**src/rtl/port_pwr_pkg.sv**
```systemverilog
package port_pwr_pkg;

  typedef enum logic {
    DET_DIGITAL = 1'b0,
    DET_ANALOG  = 1'b1
  } det_mode_e;

  function automatic int unsigned cnt_width(input int unsigned limit);
    return (limit < 2) ? 1 : $clog2(limit + 1);
  endfunction

endpackage

```
**src/rtl/ocs_sync.sv**
```systemverilog
module ocs_sync #(
  parameter int unsigned WIDTH   = 3,
  parameter logic        RST_VAL = 1'b0
) (
  input  logic             clk,
  input  logic             rst_n,
  input  logic [WIDTH-1:0] async_in,
  output logic [WIDTH-1:0] sync_out
);

  logic [WIDTH-1:0] meta_q;
  logic [WIDTH-1:0] stab_q;

  always_ff @(posedge clk) begin
    if (!rst_n) begin
      meta_q <= {WIDTH{RST_VAL}};
      stab_q <= {WIDTH{RST_VAL}};
    end else begin
      meta_q <= async_in;
      stab_q <= meta_q;
    end
  end

  assign sync_out = stab_q;

endmodule

```
**src/rtl/ocs_filter.sv**
```systemverilog
module ocs_filter
  import port_pwr_pkg::*;
#(
  parameter int unsigned TRIP_CYCLES = 500000
) (
  input  logic clk,
  input  logic rst_n,
  input  logic fault,
  output logic trip
);

  localparam int unsigned CW = cnt_width(TRIP_CYCLES);
  localparam logic [CW-1:0] LIMIT    = CW'(TRIP_CYCLES);
  localparam logic [CW-1:0] LAST_CNT = CW'(TRIP_CYCLES - 1);

  logic [CW-1:0] cnt_q;

  // The trip fires once, on the cycle the run of faults reaches the limit.
  assign trip = fault && (cnt_q == LAST_CNT);

  always_ff @(posedge clk) begin
    if (!rst_n) begin
      cnt_q <= '0;
    end else if (!fault) begin
      cnt_q <= '0;
    end else if (cnt_q != LIMIT) begin
      cnt_q <= cnt_q + 1'b1;
    end
  end


  cnt_bounded_chk: assert property (@(posedge clk) disable iff (!rst_n)
    cnt_q <= LIMIT);


  cnt_restart_chk: assert property (@(posedge clk) disable iff (!rst_n)
    !fault |=> (cnt_q == '0));

endmodule

```
**src/rtl/ocs_port_ctl.sv**
```systemverilog
module ocs_port_ctl (
  input  logic clk,
  input  logic rst_n,
  input  logic pwr_req,
  input  logic trip,
  input  logic clr,
  output logic pwr_on,
  output logic status
);

  logic status_q;
  logic lockout_q;
  logic pwr_on_q;

  always_ff @(posedge clk) begin
    if (!rst_n) begin
      status_q <= 1'b0;
    end else if (trip) begin
      status_q <= 1'b1;
    end else if (clr) begin
      status_q <= 1'b0;
    end
  end

  // The lockout is released only once the status is clear and the request is dropped.
  always_ff @(posedge clk) begin
    if (!rst_n) begin
      lockout_q <= 1'b0;
    end else if (trip) begin
      lockout_q <= 1'b1;
    end else if (!status_q && !pwr_req) begin
      lockout_q <= 1'b0;
    end
  end

  always_ff @(posedge clk) begin
    if (!rst_n) begin
      pwr_on_q <= 1'b0;
    end else begin
      pwr_on_q <= pwr_req && !trip && !status_q && !lockout_q;
    end
  end

  assign pwr_on = pwr_on_q;
  assign status = status_q;


  status_sticky_chk: assert property (@(posedge clk) disable iff (!rst_n)
    (status_q && !clr) |=> status_q);


  lockout_off_chk: assert property (@(posedge clk) disable iff (!rst_n)
    lockout_q |=> !pwr_on_q);


  on_needs_req_chk: assert property (@(posedge clk) disable iff (!rst_n)
    pwr_on_q |-> $past(pwr_req));

endmodule

```
**src/rtl/port_pwr_supervisor.sv**
```systemverilog
module port_pwr_supervisor
  import port_pwr_pkg::*;
#(
  parameter int unsigned NUM_PORTS   = 3,
  parameter int unsigned TRIP_CYCLES = 500000
) (
  input  logic                 clk,
  input  logic                 rst_n,
  input  logic                 det_analog,
  input  logic [NUM_PORTS-1:0] pwr_req,
  input  logic [NUM_PORTS-1:0] oc_clr,
  input  logic [NUM_PORTS-1:0] oc_flag_n,
  input  logic [NUM_PORTS-1:0] oc_cmp,
  output logic [NUM_PORTS-1:0] pwr_en_n,
  output logic [NUM_PORTS-1:0] oc_status
);

  det_mode_e            mode;
  logic [NUM_PORTS-1:0] flag_n_s;
  logic [NUM_PORTS-1:0] cmp_s;
  logic [NUM_PORTS-1:0] fault;
  logic [NUM_PORTS-1:0] trip;
  logic [NUM_PORTS-1:0] pwr_on;

  assign mode = det_mode_e'(det_analog);

  ocs_sync #(.WIDTH(NUM_PORTS), .RST_VAL(1'b1)) flag_sync_i (
    .clk(clk), .rst_n(rst_n), .async_in(oc_flag_n), .sync_out(flag_n_s)
  );

  ocs_sync #(.WIDTH(NUM_PORTS), .RST_VAL(1'b0)) cmp_sync_i (
    .clk(clk), .rst_n(rst_n), .async_in(oc_cmp), .sync_out(cmp_s)
  );

  for (genvar p = 0; p < NUM_PORTS; p++) begin : g_port
    assign fault[p] = (mode == DET_ANALOG) ? cmp_s[p] : !flag_n_s[p];

    ocs_filter #(.TRIP_CYCLES(TRIP_CYCLES)) filt_i (
      .clk(clk), .rst_n(rst_n), .fault(fault[p]), .trip(trip[p])
    );

    ocs_port_ctl ctl_i (
      .clk(clk), .rst_n(rst_n), .pwr_req(pwr_req[p]), .trip(trip[p]),
      .clr(oc_clr[p]), .pwr_on(pwr_on[p]), .status(oc_status[p])
    );

    assign pwr_en_n[p] = !pwr_on[p];


    trip_cutoff_chk: assert property (@(posedge clk) disable iff (!rst_n)
      trip[p] |=> (oc_status[p] && pwr_en_n[p]));
  end

endmodule

```
**config.mk**
```make
export PLATFORM = sky130hd
export DESIGN_NAME = port_pwr_supervisor
export DESIGN_NICKNAME = d
export VERILOG_FILES = /design/src/rtl/port_pwr_pkg.sv /design/src/rtl/ocs_sync.sv /design/src/rtl/ocs_filter.sv /design/src/rtl/ocs_port_ctl.sv /design/src/rtl/port_pwr_supervisor.sv
export SDC_FILE = /design/constraint.sdc
export NUM_CORES = 1
export LEC_CHECK = 0
export BUFFER_PORTS_ARGS = -buffer_cell sky130_fd_sc_hd__buf_2
export CAP_MARGIN = 20
export CELL_PAD_IN_SITES_DETAIL_PLACEMENT = 1
export CELL_PAD_IN_SITES_GLOBAL_PLACEMENT = 1
export CORE_ASPECT_RATIO = 0.5
export CORE_MARGIN = 2
export CORE_UTILIZATION = 41
export CTS_CLUSTER_DIAMETER = 50
export CTS_CLUSTER_SIZE = 14
export DETAILED_ROUTE_END_ITERATION = 12
export PLACE_DENSITY = 0.75
export SLEW_MARGIN = 20
export SYNTH_ARGS = -nofsm -noshare
export SYNTH_HDL_FRONTEND = slang
export SYNTH_SLANG_ARGS = --single-unit
```
**constraint.sdc**
```tcl
create_clock -name clk -period 2.25 [get_ports clk]
set_clock_uncertainty 0.2 [all_clocks]
set_input_delay 0.1125 -clock clk [delete_from_list [all_inputs] [get_ports clk]]
set_output_delay 0.1125 -clock clk [all_outputs]
set_load 0.02 [all_outputs]
```
==> flow_summary.json <==
{
  "status": "finished with violations",
  "failed_checks": "negative setup slack",
  "clock_sinks": 78,
  "wl_mm": 9.86,
  "dp_slack_ps": -64.8,
  "routedWlPerCell_um": 16.8,
  "cp_data_required_time_ps": 2280,
  "drt_drc_violations_left": 0,
  "vias": 3207,
  "max_freq_mhz": 431,
  "synth_cells": 401,
  "drive_above_1_share_pct": 18.4,
  "fp.dieW_um": 134,
  "hold_class": "primary input to flip-flop",
  "grt_max_degree": 20,
  "finalHoldViolCount": 0,
  "antenna_cells": 0,
  "core_um2": 8120,
  "endpoint_kind": "flip-flop",
  "ys_seq_area_share_pct": 45.0,
  "ir_drop_mv": 0.368,
  "worstSetupPathType": "flip-flop to flip-flop",
  "fp-row-count": 23,
  "power_per_cell_area_nw_per_um2": 734,
  "drtPass1Iterations": 7,
  "maxCapViolCount": 0,
  "cts_tree": "yes",
  "setup_viol": 4,
  "grt_pass1_wl_mm": 16.2,
  "finalCritPeriodShare_pct": 103,
  "drv_slew": 0,
  "cp_max_fo": 3,
  "syn_area_um2": 3470,
  "postLayoutCoreUtil_pct": 55.5,
  "cts_buffers": 9,
  "fin_crit_ps": 2320,
  "synthToLayoutAreaGrowth_pct": 29.8,
  "viasPerCell": 5.47,
  "reg2reg_slack_ps": -70,
  "start_kind": "flip-flop",
  "avgSynthCellArea_um2": 8.65,
  "synth_cell_types": 35,
  "slew_headroom_pct": 53.8,
  "antenna_found_initial": 0,
  "grt_usage_pct": 22.0,
  "grt_pass1_vias": 3358,
  "io_buffers": 20,
  "antenna_left": 0,
  "finalWorstSetupSlack_ps": -68.6,
  "fp.dieArea_um2": 9260,
  "cp.arrival_ps": 2350,
  "cts.htree.levels": 3,
  "ys_ff_latch": 78,
  "leakage_nw": 1.53,
  "initial_core_util_pct": 42.7,
  "setup_tns_ps": -166,
  "grt_overflow": 0,
  "clk_latency_ps": 340,
  "ioPinCount": 21,
  "place.gp.congestion": 0.807,
  "drt_first_iter_violations": 139,
  "clkTransAtPathRegs_ps": 60,
  "cts_buffer_depth": 2,
  "rsz0062_at_grt": "true",
  "hpwl_mm": 6.01,
  "fin_nets": 490,
  "worstMarginPinSlew_ps": 691,
  "clockRootBuffer": "clkbuf_16",
  "synth_nets": 422,
  "fp.dieH_um": 69.0,
  "synth_warnings": 0
}
-- sequential cells by signal, summed over array words and instances, names as in the netlist --
register and count:
cmp_sync_i.meta_q 3, cmp_sync_i.sync_out 3, flag_sync_i.meta_q 3, flag_sync_i.sync_out 3, g_port.ctl_i.lockout_q 3, g_port.ctl_i.pwr_on 3
g_port.ctl_i.status 3, g_port.filt_i.cnt_q 57
-- cells by family after synthesis --
kind of cell | synth area share [%]
XOR/XNOR | 6.82
AND/OR/NAND/NOR | 31.8
adder cells (fa/ha/maj) | 2.16
AO/OA/AOI/OAI | 10.6
buffers and inverters | 3.61
flip-flops | 45.0
-- report_power, final --
group / switching, W / total (W) / internal, W
clock network: 0.000585 / 0.00181 / 0.00122
logic: 0.0000458 / 0.0000933 / 0.0000475
registers: 0.00000721 / 0.00140 / 0.00140
total: 0.000638 / 0.00331 / 0.00267
-- layer usage --
metal / track usage, % / vias up / routed length [µm]
li1: - / 1568 / -
met1: 24.3 / 1574 / 4190
met2: 40.4 / 43 / 5090
met3: 6.25 / 22 / 312
met4: 7.84 / 0 / 262
met5: 0 / - / 0
-- through the flow --
stage          instance area, µm²  instances  total power, W  hold WS, ps
2_1_floorplan                3470        401         0.00146         14.0
3_3_place_gp                 3850        545         0.00149         92.6
3_5_place_dp                 3850        545         0.00149          100
4_1_cts                      4450        582         0.00333         -119
5_1_grt                      4500        586         0.00341          182
6_report                     4500        586         0.00331          109
-- final cells by class --
| cell class | count | area (µm²) |
|---|---|---|
| clock inverters | 6 | 133 |
| repair buffers | 72 | 547 |
| flip-flops and latches | 78 | 1570 |
| fillers | 973 | 3610 |
| clock buffers | 10 | 239 |
| inverters | 15 | 56.3 |
| well taps | 112 | 140 |
| multi-input cells | 293 | 1820 |
-- synth_stat cells --
| cell | n | share of area (%) |
|---|---|---|
| and3b_1 | 1 | 0.25 |
| nand3b_1 | 3 | 0.65 |
| or3_1 | 13 | 2.3 |
| or4b_4 | 1 | 0.40 |
| o21a_1 | 1 | 0.22 |
| xnor2_1 | 6 | 1.5 |
| and4_1 | 8 | 2.0 |
| nand4_1 | 16 | 2.9 |
| ha_1 | 6 | 2.2 |
| or2_2 | 2 | 0.36 |
| o21ai_0 | 23 | 3.3 |
| buf_4 | 3 | 0.65 |
| and3_1 | 6 | 1.1 |
| nor4_1 | 4 | 0.72 |
| dfxtp_1 | 78 | 45 |
| o21ai_1 | 1 | 0.14 |
| inv_1 | 15 | 1.6 |
| a21oi_1 | 36 | 5.2 |
| nor4b_1 | 3 | 0.76 |
| nand3_1 | 17 | 2.5 |
| xor2_1 | 21 | 5.3 |
| o31ai_1 | 8 | 1.7 |
| nor3_1 | 9 | 1.3 |
| nor2_1 | 33 | 3.6 |
| nand2_1 | 28 | 3.0 |
| clkbuf_1 | 11 | 1.2 |
| or4bb_1 | 1 | 0.32 |
| and2_1 | 10 | 1.8 |
| or4b_1 | 2 | 0.58 |
| nand2b_1 | 12 | 2.2 |
| nor2b_1 | 3 | 0.54 |
| clkbuf_2 | 1 | 0.14 |
| or4_4 | 4 | 1.3 |
| or4_1 | 14 | 3.0 |
| nor3b_1 | 1 | 0.22 |
-- worst max-delay path, cell delays in order, from the launching register on --
cell and delay (ps):
dfxtp_2 320, or4b_4 540, or4_4 500, or4_4 440
and4_1 220
-- layout by cell type (no fill, tap or decap), drive strengths merged, types with 9 or more instances in the layout --
| master | count |
|---|---|
| and2 | 10 |
| nand2 | 28 |
| or3 | 13 |
| nand3 | 17 |
| nand2b | 12 |
| clkbuf | 10 |
| or4 | 18 |
| inv | 15 |
| a21oi | 36 |
| buf | 51 |
| o21ai | 24 |
| xor2 | 21 |
| dlygate4sd3 | 21 |
| nor3 | 9 |
| dfxtp | 78 |
| nor2 | 33 |
| nand4 | 16 |
-- path summary, 6_finish.rpt --
check / startpoint / to / cells after the start
max: g_port[1].filt_i.cnt_q[7] / g_port[1].ctl_i.pwr_on / 4
min: det_analog / g_port[2].ctl_i.lockout_q / 4
max reg2reg: g_port[1].filt_i.cnt_q[7] / g_port[1].ctl_i.pwr_on / 4
min reg2reg: flag_sync_i.meta_q[0] / flag_sync_i.sync_out[0] / 1
-- what timing repair did --
| action | CTS | global route |
|---|---|---|
| pin swaps | 5 | 4 |
| endpoints found under the setup margin | 6 | 12 |
| hold buffers | 20 | 1 |
| gates resized for setup | 6 | 6 |
| buffers inserted | 1 | 3 |
| hold endpoints to repair | 21 | 1 |
No activity file was read; power rests on OpenSTA's default activity.
